## src/rtl/lut_cell_pkg.sv

```systemverilog
package lut_cell_pkg;

    localparam int unsigned LUT4_BITS = 16;
    localparam int unsigned LUT3_BITS = 8;
    localparam int unsigned SRC_BITS  = 2;
    localparam int unsigned MODE_BITS = 2 * SRC_BITS + 1;
    localparam int unsigned CFG_BITS  = 2 * LUT4_BITS + LUT3_BITS + MODE_BITS;
    localparam int unsigned ADDR_BITS = $clog2(2 * LUT4_BITS);

    typedef enum logic [SRC_BITS-1:0] {
        SRC_F  = 2'd0,
        SRC_G  = 2'd1,
        SRC_H  = 2'd2,
        SRC_H2 = 2'd3
    } ff_src_e;

    // Field order matches the serial stream (first bit lands in the MSB).
    typedef struct packed {
        logic [LUT4_BITS-1:0] f_tab;
        logic [LUT4_BITS-1:0] g_tab;
        logic [LUT3_BITS-1:0] h_tab;
        ff_src_e              x_src;
        ff_src_e              y_src;
        logic                 ram_mode;
    } cell_cfg_t;

    localparam int unsigned H_LSB = MODE_BITS;
    localparam int unsigned G_LSB = H_LSB + LUT3_BITS;
    localparam int unsigned F_LSB = G_LSB + LUT4_BITS;

    function automatic logic ram_bit(cell_cfg_t c, logic [ADDR_BITS-1:0] a);
        return a[ADDR_BITS-1] ? c.g_tab[a[ADDR_BITS-2:0]] : c.f_tab[a[ADDR_BITS-2:0]];
    endfunction

endpackage

```

## src/rtl/lut_cell_store.sv

```systemverilog
module lut_cell_store
    import lut_cell_pkg::*;
(
    input  logic                 clk,
    input  logic                 rst,
    input  logic                 load_restart,
    input  logic                 load_en,
    input  logic                 load_bit,
    input  logic                 ram_we,
    input  logic [ADDR_BITS-1:0] ram_addr,
    input  logic                 ram_wdata,
    output cell_cfg_t            cfg,
    output logic                 done
);
    localparam int unsigned CNT_W = $clog2(CFG_BITS + 1);

    logic [CFG_BITS-1:0] bits_q;
    logic [CNT_W-1:0]    cnt_q;
    logic                wr_hit;

    assign done   = (cnt_q == CNT_W'(CFG_BITS));
    assign cfg    = cell_cfg_t'(bits_q);
    assign wr_hit = done && cfg.ram_mode && ram_we;

    always_ff @(posedge clk) begin
        if (load_restart) begin
            cnt_q <= '0;
        end else if (load_en && !done) begin
            bits_q <= {bits_q[CFG_BITS-2:0], load_bit};
            cnt_q  <= cnt_q + 1'b1;
        end else if (wr_hit) begin
            if (ram_addr[ADDR_BITS-1])
                bits_q[G_LSB + int'(ram_addr[ADDR_BITS-2:0])] <= ram_wdata;
            else
                bits_q[F_LSB + int'(ram_addr[ADDR_BITS-2:0])] <= ram_wdata;
        end
    end

    // once complete, the load stays complete until restarted
    p_done_sticky_r1: assert property (@(posedge clk) disable iff (rst || load_restart)
        done |=> done);

    // with no write and load finished, tables and modes are frozen
    p_tables_hold_r9: assert property (@(posedge clk) disable iff (rst || load_restart)
        (done && !wr_hit) |=> $stable(bits_q));

    // a RAM write is visible at its address after the edge
    p_ram_write_r9: assert property (@(posedge clk) disable iff (rst || load_restart)
        wr_hit |=> (ram_bit(cfg, $past(ram_addr)) == $past(ram_wdata)));

    always_comb begin
        if (!rst && !load_restart) p_cnt_bound_r1: assert (cnt_q <= CNT_W'(CFG_BITS));
    end

endmodule

```

## src/rtl/lut_cell_eval.sv

```systemverilog
module lut_cell_eval
    import lut_cell_pkg::*;
(
    input  cell_cfg_t            cfg,
    input  logic                 done,
    input  logic [3:0]           f_in,
    input  logic [3:0]           g_in,
    input  logic                 h_in,
    input  logic [ADDR_BITS-1:0] ram_addr,
    output logic                 f_out,
    output logic                 g_out,
    output logic                 h_out,
    output logic                 ram_rdata
);
    logic f_raw, g_raw, h_raw;

    assign f_raw = cfg.f_tab[f_in];
    assign g_raw = cfg.g_tab[g_in];
    assign h_raw = cfg.h_tab[{h_in, g_raw, f_raw}];

    assign f_out     = done & f_raw;
    assign g_out     = done & g_raw;
    assign h_out     = done & h_raw;
    assign ram_rdata = done & ram_bit(cfg, ram_addr);
endmodule

```

## src/rtl/lut_cell_regs.sv

```systemverilog
module lut_cell_regs
    import lut_cell_pkg::*;
(
    input  logic    clk,
    input  logic    rst,
    input  logic    ce,
    input  ff_src_e x_src,
    input  ff_src_e y_src,
    input  logic    f_val,
    input  logic    g_val,
    input  logic    h_val,
    output logic    x_q,
    output logic    y_q
);
    localparam int unsigned NUM_FF = 2;

    logic [NUM_FF-1:0] q;

    for (genvar i = 0; i < NUM_FF; i++) begin : g_ff
        ff_src_e sel;
        logic    d;
        logic    q_r;

        assign sel = (i == 0) ? x_src : y_src;

        always_comb begin
            case (sel)
                SRC_F:   d = f_val;
                SRC_G:   d = g_val;
                default: d = h_val;
            endcase
        end

        always_ff @(posedge clk) begin
            if (rst)     q_r <= 1'b0;
            else if (ce) q_r <= d;
        end

        assign q[i] = q_r;
    end

    assign x_q = q[0];
    assign y_q = q[1];

    // reset clears both flip-flops whatever the enable
    p_rst_clears_r8: assert property (@(posedge clk)
        rst |=> (q == '0));

    // no enable, no change
    p_ce_hold_r7: assert property (@(posedge clk) disable iff (rst)
        (!ce && !$past(rst)) |=> $stable(q));
endmodule

```

## src/rtl/lut_cell.sv

```systemverilog
module lut_cell
    import lut_cell_pkg::*;
(
    input  logic       clk,
    input  logic       rst,
    input  logic       load_restart,
    input  logic       load_en,
    input  logic       load_bit,
    output logic       cfg_done,
    input  logic [3:0] f_in,
    input  logic [3:0] g_in,
    input  logic       h_in,
    input  logic       ce,
    input  logic       ram_we,
    input  logic [4:0] ram_addr,
    input  logic       ram_wdata,
    output logic       f_out,
    output logic       g_out,
    output logic       h_out,
    output logic       x_q,
    output logic       y_q,
    output logic       ram_rdata
);
    cell_cfg_t cfg;
    logic      done;

    lut_cell_store u_store (
        .clk          (clk),
        .rst          (rst),
        .load_restart (load_restart),
        .load_en      (load_en),
        .load_bit     (load_bit),
        .ram_we       (ram_we),
        .ram_addr     (ram_addr),
        .ram_wdata    (ram_wdata),
        .cfg          (cfg),
        .done         (done)
    );

    lut_cell_eval u_eval (
        .cfg       (cfg),
        .done      (done),
        .f_in      (f_in),
        .g_in      (g_in),
        .h_in      (h_in),
        .ram_addr  (ram_addr),
        .f_out     (f_out),
        .g_out     (g_out),
        .h_out     (h_out),
        .ram_rdata (ram_rdata)
    );

    lut_cell_regs u_regs (
        .clk   (clk),
        .rst   (rst),
        .ce    (ce),
        .x_src (cfg.x_src),
        .y_src (cfg.y_src),
        .f_val (f_out),
        .g_val (g_out),
        .h_val (h_out),
        .x_q   (x_q),
        .y_q   (y_q)
    );

    assign cfg_done = done;

    // an unconfigured cell shows nothing on its outputs
    p_idle_quiet_r2: assert property (@(posedge clk) disable iff (rst || load_restart)
        !cfg_done |-> !(f_out || g_out || h_out || ram_rdata));
endmodule

```

## config.mk

```make
export PLATFORM = sky130hd
export DESIGN_NAME = lut_cell
export DESIGN_NICKNAME = d
export VERILOG_FILES = /design/src/rtl/lut_cell_pkg.sv /design/src/rtl/lut_cell_store.sv /design/src/rtl/lut_cell_eval.sv /design/src/rtl/lut_cell_regs.sv /design/src/rtl/lut_cell.sv
export SDC_FILE = /design/constraint.sdc
export NUM_CORES = 1
export LEC_CHECK = 0
export BUFFER_PORTS_ARGS = -buffer_cell sky130_fd_sc_hd__buf_2
export CORE_ASPECT_RATIO = 0.75
export CORE_MARGIN = 1.5
export CORE_UTILIZATION = 50
export CTS_CLUSTER_SIZE = 8
export DETAILED_ROUTE_END_ITERATION = 8
export PLACE_DENSITY_LB_ADDON = 0.25
export SYNTH_ARGS = -nofsm -noshare
export SYNTH_HDL_FRONTEND = slang
export SYNTH_SLANG_ARGS = --single-unit
```

## constraint.sdc

```tcl
create_clock -name clk -period 4 [get_ports clk]
set_clock_uncertainty 0.05 [all_clocks]
set_input_delay 0.6 -clock clk [delete_from_list [all_inputs] [get_ports clk]]
set_output_delay 0.6 -clock clk [all_outputs]
set_load 0.01 [all_outputs]
```

==> results of run 1 <==
==> state kept, by name, indices dropped and copies added (netlist names) <==
register       cells
u_regs.x_q         1
u_store.cnt_q      6
u_regs.y_q         1
u_store.cfg       45
==> area by class of cell <==
cell class | instances | share of cell area (%)
multi-input combinational | 297 | 50.7
clock buffer | 7 | 2.17
clock inverter | 1 | 0.755
timing repair buffer | 33 | 4.47
tap | 98 | 3.08
inverter | 9 | 0.849
sequential | 53 | 38.0
==> layer usage <==
metal  GRT usage (%)  vias to the layer above  share of wire (%)
met5               0                        -                  0
met4            6.30                        0                1.4
met3            4.92                       18                 12
met2            36.1                      223                 43
met1            39.5                     1525                 44
li1                -                     1456                  -
==> power groups by stage <==
| stage | Clock (uW) | Combinational [uW] | Sequential (uW) |
|---|---|---|---|
| after CTS | 390 | 219 | 631 |
| after detailed placement | 0 | 218 | 644 |
| after global routing | 416 | 243 | 634 |
| after floorplan | 0 | 160 | 638 |
| final | 392 | 223 | 632 |
| after global placement | 0 | 213 | 644 |
==> cell families after synthesis <==
| group | count (synthesis) |
|---|---|
| DFF | 53 |
| and+or+nand+nor | 150 |
| buffers and inverters | 37 |
| AOI/OAI and AO/OA | 105 |
| muxes | 30 |
| adders and majority gates | 7 |
| xor gates and xnor gates | 5 |
==> cell usage in the layout (no fill, tap or decap), drive strengths merged, types with 9 or more instances in the layout <==
cell type / n
a22o: 19
buf: 33
nor2: 53
o21ai: 20
a21oi: 42
edfxtp: 45
mux4: 20
nand2: 59
mux2i: 9
==> stage by stage <==
| step | hold WS, ns | cells |
|---|---|---|
| after floorplan | 0.409 | 387 |
| after global placement | 0.408 | 490 |
| after detailed placement | 0.414 | 490 |
| after CTS | 0.403 | 498 |
| after global routing | 0.403 | 498 |
| final | 0.401 | 498 |
==> critical path, cell delays in order, from the launching register on <==
cell and delay, ns:
edfxtp_1 0.45, mux4_1 0.55, mux2i_2 0.27, mux2i_1 0.11, mux4_2 0.49, a22oi_2 0.23, and2_1 0.15, buf_2 0.12
==> path summary, 6_finish.rpt <==
check	startpoint	to	slack [ns]	cells after the start
hold reg to reg	u_regs.x_q$_SDFFE_PP0P_	u_regs.x_q$_SDFFE_PP0P_	0.43	2
hold / removal	rst	u_regs.x_q$_SDFFE_PP0P_	0.40	2
setup / recovery	u_store.cfg[35]$_DFFE_PP_	h_out	0.67	7
setup reg to reg	u_store.cnt_q[0]$_SDFFE_PP0P_	u_store.cfg[26]$_DFFE_PP_	1.35	8
==> metrics.csv, run 1 <==
metric,value,unit
outcome,"finished, final reports clean",
antenna_found_initial,0,
layout_setup_ws,0.667,ns
synth_xor_area_share,1.19,%
yosys_register_bits,53,
ys.flop_type,edfxtp_1,
grt_overflow,0,
boundaryPins,29,
seq_area_frac_synth,41.2,%
syn_inst,387,
cts.sinks,53,
placed_cell_area,0.00386,mm2
grt_use_total,25.4,%
finalCritPeriodShare,83.3,%
first_iter_violations,399,
cp-end-kind,output pin,
clkPwrFrac,31.4,%
routedWlPerCell,19.2,um
numPortBuffers,28,
nets,428,
ys_types,44,
coreArea,0.00696,mm2
drive_above_1_share,16.0,%
via_per_inst,6.47,
rows,26,
cts_tree,yes,
combPwrFrac,17.9,%
max-vdd-ir-drop,0.157,mV
synth_top_area_share,36.8,%
cts_buffers,5,
synth.area.mux_share,15.7,%
seq_power_share,50.7,%
p_leak,0.00145,uW
syn_area_per_cell,9.48,um2
grt_pass1_vias,2891,
htreeDepth,2,
p_sw_share,26.9,%
clock-root-buffer,clkbuf_8,
syn_area,0.00367,mm2
areaGrowthSynthToFinish,8.50,%
yosysWarnings,0,
maxSlewViolCount,0,
cts_resized,0,
final_area,0.00398,mm2
worstPathMaxFanout,3,
synth-compound-area-share,18.1,%
cp_data_arrival_time,2.68,ns
synth_largest_area_cell,edfxtp_1,
fmax,300,MHz
fillCellCount,643,
initial_core_util,52.7,%
synthAdderAreaFrac,2.39,%
syn_nets,416,
ys_async_sr_fraction,0,%
cap_violations,0,
regArea,0.00151,mm2
diodes,0,
power_density,313,mW/mm2
wl,9.57,mm
vias,3222,
drc,0,
utilization,57.2,%
dp_slack,0.666,ns
cts.clk_slew.worst_paths,0.10,ns
ctsHoldBuffers,0,
detail-route-antenna-nets,0,
report.power.total,1250,uW
worst_pin_slew,0.566,ns
postCtsSetupBuffers,0,
p_int,911,uW
grt_pass1_wl,15.2,mm
synth.most_common_cell,nand2_1,
setup_viol,0,
synth.cells.most_frequent,"nand2_1 (59), nor2_1 (53), edfxtp_1 (45)",
multi_input_area,0.00202,mm2
gp_congestion,0.869,
synth-edff-count,45,
crit_required,3.35,ns
path_class,reg2out,
slew_headroom,62.0,%
clk_latency,0.31,ns
grt_setup_unrepaired,false,
firstDrtPassIters,5,
synth_top_family_by_area,compound AO/OA/AOI/OAI gates,
dp_hpwl,7.01,mm
power.net_switching,335,uW
synth_simple_gate_area_share,17.6,%
die_w,102,um
fin_crit,3.33,ns
ys_top_cells_by_area,"edfxtp_1 (37%), mux4_2 (9.8%), nand2_1 (6.0%)",
hp-class,in2reg,
clockBufferDepth,2,
grt_max_degree,37,
die_height,77.2,um
die_area,0.00786,mm2
final_hold_viol_count,0,
fin_setup_tns,0,ns
cp-start-kind,flip-flop,
(Power assumes the default switching activity.)
==> run 2, diff against run 1 <==
clock period = 3.33 ns   (was 4 ns; I/O delays follow)
==> metrics.csv, run 2 (synthesis results as in run 1) <==
metric,value,unit,change
gp_congestion,0.891,,+2.5%
die_w,102,um,unchanged
cts_tree,yes,,
cp-end-kind,output pin,,
grt_overflow,0,,unchanged
power_density,360,mW/mm2,+15%
layout_setup_ws,0.111,ns,-0.556 ns
wl,9.48,mm,-0.98%
cp_data_arrival_time,2.67,ns,about the same
outcome,"finished, final reports clean",,
cp_slowest_stage_delay,0.58,ns,+0.03 ns
path_class,reg2out,,
fmax,311,MHz,
cts.clk_slew.worst_paths,0.10,ns,about the same
cp_num_buf_inv,1,,unchanged
numPortBuffers,28,,unchanged
final_area,0.00399,mm2,+0.25%
vias,3188,,-1.1%
clockBufferDepth,2,,unchanged
coreArea,0.00696,mm2,unchanged
detail-route-antenna-nets,0,,unchanged
cp-start-kind,flip-flop,,
diodes,0,,unchanged
crit_family,multiplexers,,
max-vdd-ir-drop,0.178,mV,+13%
cts_buffers,5,,unchanged
grt_pass1_vias,2938,,+1.6%
grt_use_total,25.5,%,+0.11 points
grt_max_degree,68,,+84%
dp_hpwl,6.92,mm,-1.2%
die_area,0.00786,mm2,unchanged
ctsHoldBuffers,0,,unchanged
grt_pass1_wl,15.4,mm,+1.2%
nets,429,,+0.23%
report.power.total,1440,uW,+15%
dp_cells,490,,unchanged
firstDrtPassIters,5,,unchanged
drc,0,,unchanged
p_leak,0.00145,uW,+0.20%
largest_register_ffs,45,,unchanged
drive_above_1_share,16.5,%,+0.46 points
first_iter_violations,375,,-6.0%
crit_chain,mux4_1 > mux2i_4 > mux2i_1 > mux4_2 > a22oi_2 > and2_1 > buf_2,,
final_cell_mix,"nand2_1 (59), nor2_1 (53), edfxtp_1 (45)",,
clk_latency,0.31,ns,about the same
maxSlewViolCount,0,,unchanged
dp_slack,0.173,ns,-0.493 ns
placed_cell_area,0.00386,mm2,unchanged
cap_violations,0,,unchanged
final_common_cell,nand2_1,,
boundaryPins,29,,unchanged
grt_setup_unrepaired,false,,
die_height,77.2,um,unchanged
setup_viol,0,,unchanged
slowest_stage,mux4_1,,
fin_crit,3.22,ns,
initial_core_util,52.7,%,unchanged
hp-class,in2reg,,
areaGrowthSynthToFinish,8.77,%,
crit_required,2.78,ns,-0.57 ns
rows,26,,unchanged
whs_path_depth,2,,unchanged
final_cell_count_no_fill,499,,+0.20%
final_hold_viol_count,0,,unchanged
routedWlPerCell,19.0,um,-1.2%
worstPathMaxFanout,3,,unchanged
clock-root-buffer,clkbuf_8,,
cts.sinks,53,,unchanged
critical_path_cell_count,7,,unchanged
rr_worst_depth,8,,unchanged
finalCritPeriodShare,96.7,%,
worst_pin_slew,0.644,ns,+0.0781 ns
antenna_found_initial,0,,unchanged
slew_headroom,57.0,%,-5.0 points
fin_setup_tns,0,ns,unchanged
htreeDepth,2,,unchanged
via_per_inst,6.39,,-1.3%
run 2: what timing repair did:
item,CTS,global route
setup endpoints to repair,0,1
gates resized for setup,0,2
setup buffers,0,1
run 2: layout make-up:
cell class	instances	area, um2
Fill cell	658	2970
Multi-Input combinational cell	297	2030
Sequential cell	53	1510
Timing Repair Buffer	34	185
Tap cell	98	123
Clock buffer	7	96.3
Inverter	9	33.8
Clock inverter	1	5.00
run 2: routing by layer:
metal	wire [um]	vias to the layer above	GRT usage, %	share of wire, %
li1	-	1462	-	-
met1	4350	1536	40.4	46
met2	4160	178	35.7	44
met3	872	12	4.28	9.2
met4	91	0	6.58	0.96
met5	0	-	0	0
run 2: worst register-to-register path, delay by kind of cell, from the launching register on:
kind	cells	cell delay, ns
AO/OA/AOI/OAI	2	0.63
adder cells (fa/ha/maj)	1	0.18
buffers and inverters	1	0.10
flip-flops	1	0.41
AND/OR/NAND/NOR	4	1.01
run 2: path summary, 6_finish.rpt:
path,startpoint,endpoint,slack (ns)
max,u_store.cfg[38]$_DFFE_PP_,h_out,0.11
min reg2reg,u_regs.x_q$_SDFFE_PP0P_,u_regs.x_q$_SDFFE_PP0P_,0.43
min,rst,u_regs.x_q$_SDFFE_PP0P_,0.29
max reg2reg,u_store.cnt_q[0]$_SDFFE_PP0P_,u_store.cfg[4]$_DFFE_PP_,0.66
run 2: metrics by stage:
step / hold slack, ns / util (%)
2_1_floorplan: 0.409 / -
3_3_place_gp: 0.412 / 55.5
3_5_place_dp: 0.412 / 55.5
4_1_cts: 0.290 / 56.9
5_1_grt: 0.288 / 57.3
6_report: 0.289 / 57.3
run 2: power breakdown:
| part | internal (uW) | switching, uW |
|---|---|---|
| logic | 110 | 162 |
| registers | 742 | 16.8 |
| clock network | 189 | 219 |
| total | 1040 | 398 |
==> run 3, diff against run 2 <==
CORE_ASPECT_RATIO = 1.1   (was 0.75)
SYNTH_HIERARCHICAL = 1   (was not set)
==> metrics.csv, run 3 <==
metric,value,unit,change
initial_core_util,52.1,%,-0.61 points
ys_top_cells_by_area,"edfxtp_1 (35%), mux4_2 (8.6%), a21oi_1 (5.6%)",,
yosysWarnings,6,,+6
grt_max_degree,71,,+4.4%
cts.sinks,53,,unchanged
worstPathMaxFanout,5,,+2
worstHoldStart,load_restart,,
fmax,310,MHz,-0.34%
synth_simple_gate_area_share,17.9,%,+0.30 points
clock-root-buffer,clkbuf_8,,
r2r-start,u_store/cfg[27]$_DFFE_PP_,,
dp_hpwl,6.70,mm,-3.2%
diodes,0,,unchanged
fin_crit,3.23,ns,+0.0109 ns
synth.cells.most_frequent,"edfxtp_1 (45), a21oi_1 (44), nand2_1 (37)",,
first_iter_violations,432,,+15%
seq_power_share,50.8,%,-2.0 points
max-vdd-ir-drop,0.185,mV,+3.7%
seq_area_frac_synth,38.6,%,-2.6 points
final_area,0.00427,mm2,+7.1%
routedWlPerCell,19.0,um,-0.10%
setup_viol,0,,unchanged
placed_cell_area,0.00412,mm2,+6.7%
ys_types,65,,+48%
worst_pin_slew,0.881,ns,+0.237 ns
grt_overflow,0,,unchanged
finalCritPeriodShare,97.0,%,+0.33 points
layout_setup_ws,0.100,ns,-0.0109 ns
cp-start-kind,flip-flop,,
drc,0,,unchanged
p_leak,0.00154,uW,+6.1%
synthAdderAreaFrac,2.24,%,-0.15 points
coreArea,0.00751,mm2,+7.9%
die_height,95.8,um,+24%
grt_pass1_wl,15.5,mm,+0.54%
maxSlewViolCount,0,,unchanged
cp_data_arrival_time,2.68,ns,about the same
clk_latency,0.32,ns,about the same
final_hold_viol_count,0,,unchanged
numPortBuffers,28,,unchanged
utilization,56.8,%,-0.47 points
grt_pass1_vias,3016,,+2.7%
synth_largest_area_cell,edfxtp_1,,
final_cell_count_no_fill,505,,+1.2%
syn_nets,403,,-3.1%
areaGrowthSynthToFinish,9.15,%,
syn_inst,374,,-3.4%
clkPwrFrac,30.1,%,+1.8 points
cap_violations,0,,unchanged
critPathLaunch,u_store/cfg[27]$_DFFE_PP_,,
antenna_found_initial,0,,unchanged
synth.most_common_cell,edfxtp_1,,
yosys_register_bits,53,,unchanged
vias,3219,,+0.97%
synth-compound-area-share,21.7,%,+3.6 points
crit_required,2.78,ns,about the same
die_w,87.3,um,-14%
nets,428,,-0.23%
hp-class,in2reg,,
drive_above_1_share,23.0,%,+6.5 points
dp_slack,0.0436,ns,-0.130 ns
htreeDepth,2,,unchanged
wl,9.58,mm,+1.1%
outcome,"finished, final reports clean",,
dp_cells,490,,unchanged
gp_congestion,0.864,,-3.0%
via_per_inst,6.37,,-0.23%
grt_use_total,24.2,%,-1.2 points
power.net_switching,411,uW,+3.4%
synth.area.mux_share,13.9,%,-1.7 points
cts_buffers,5,,unchanged
synth_top_family_by_area,compound AO/OA/AOI/OAI gates,,
synth_xor_area_share,1.12,%,-0.075 points
boundaryPins,29,,unchanged
clockBufferDepth,2,,unchanged
whs,0.387,ns,+0.0979 ns
path_class,reg2out,,
syn_area_per_cell,10.5,um2,+10%
syn_area,0.00391,mm2,+6.7%
power_density,351,mW/mm2,-2.5%
detail-route-antenna-nets,0,,unchanged
rows,33,,+27%
p_int,1090,uW,+4.8%
final_cell_mix,"edfxtp_1 (45), a21oi_1 (44), nand2_1 (37)",,
synth-edff-count,45,,unchanged
combPwrFrac,19.2,%,+0.3 points
firstDrtPassIters,5,,unchanged
ys_async_sr_fraction,0,%,unchanged
cts_tree,yes,,
synth_top_area_share,34.5,%,-2.3 points
fillCellCount,698,,+6.1%
slew_headroom,40.9,%,-16 points
die_area,0.00836,mm2,+6.4%
ys.flop_type,edfxtp_1,,
cts.clk_slew.worst_paths,0.09,ns,about the same
largest_register_ffs,45,,unchanged
final_common_cell,edfxtp_1,,
p_sw_share,27.4,%,-0.27 points
cp-end-kind,output pin,,
==> run 3: layer usage <==
| layer | up-vias | wire [um] | global-route usage [%] |
|---|---|---|---|
| li1 | 1503 | - | - |
| met1 | 1575 | 4210 | 34.9 |
| met2 | 135 | 4670 | 39.2 |
| met3 | 6 | 624 | 3.00 |
| met4 | 0 | 82 | 5.82 |
| met5 | - | 0 | 0 |
==> run 3: area by class of cell <==
type / count / area (um2) / share of cell area [%]
Multi-Input combinational cell: 288 / 2220 / 51.9
Timing Repair Buffer: 45 / 280 / 6.56
Sequential cell: 53 / 1510 / 35.4
Tap cell: 105 / 131 / 3.08
Clock inverter: 2 / 35.0 / 0.820
Inverter: 6 / 22.5 / 0.527
Clock buffer: 6 / 72.6 / 1.70
==> run 3: timing repair <==
item	4_1_cts	5_1_grt
setup endpoints to repair	1	1
gates resized for setup	1	4
buffers inserted	0	7
hold buffers	0	0
==> run 3: metrics by stage <==
step                power [uW]  setup TNS (ns)
floorplan                  971               0
global placement          1050               0
detailed placement        1050               0
CTS                       1500               0
global route              1560        -0.00165
finish                    1500               0
==> run 3: cell families (layout without fill, tap and decap cells) <==
family          Yosys count  after routing
compound gates          120            120
xor+xnor                  5              5
fa+ha+maj                 7              7
buf+inv                  33             59
flops                    53             53
mux                      29             29
simple gates            127            127
==> run 3: final timing paths <==
kind / to / slack [ns] / cells past startpoint
setup / recovery: h_out / 0.10 / 6
hold / removal: u_store/cnt_q[4]$_SDFFE_PP0P_ / 0.39 / 2
setup reg to reg: u_regs/x_q$_SDFFE_PP0P_ / 0.70 / 8
hold reg to reg: u_store/cnt_q[4]$_SDFFE_PP0P_ / 0.45 / 2
==> run 3: power groups by stage <==
stage          clock network [uW]  registers [uW]  logic, uW
2_1_floorplan                   0             768        203
3_3_place_gp                    0             776        269
3_5_place_dp                    0             777        275
4_1_cts                       461             762        277
5_1_grt                       481             765        313
6_report                      452             762        287
==> run 3: worst max-delay path, cell delays in order, from the launching register on <==
cell and delay [ns]:
edfxtp_1 0.45, mux4_2 0.51, mux4_2 0.54, nor3b_1 0.17, o31a_1 0.30, a211oi_2 0.23, buf_2 0.17
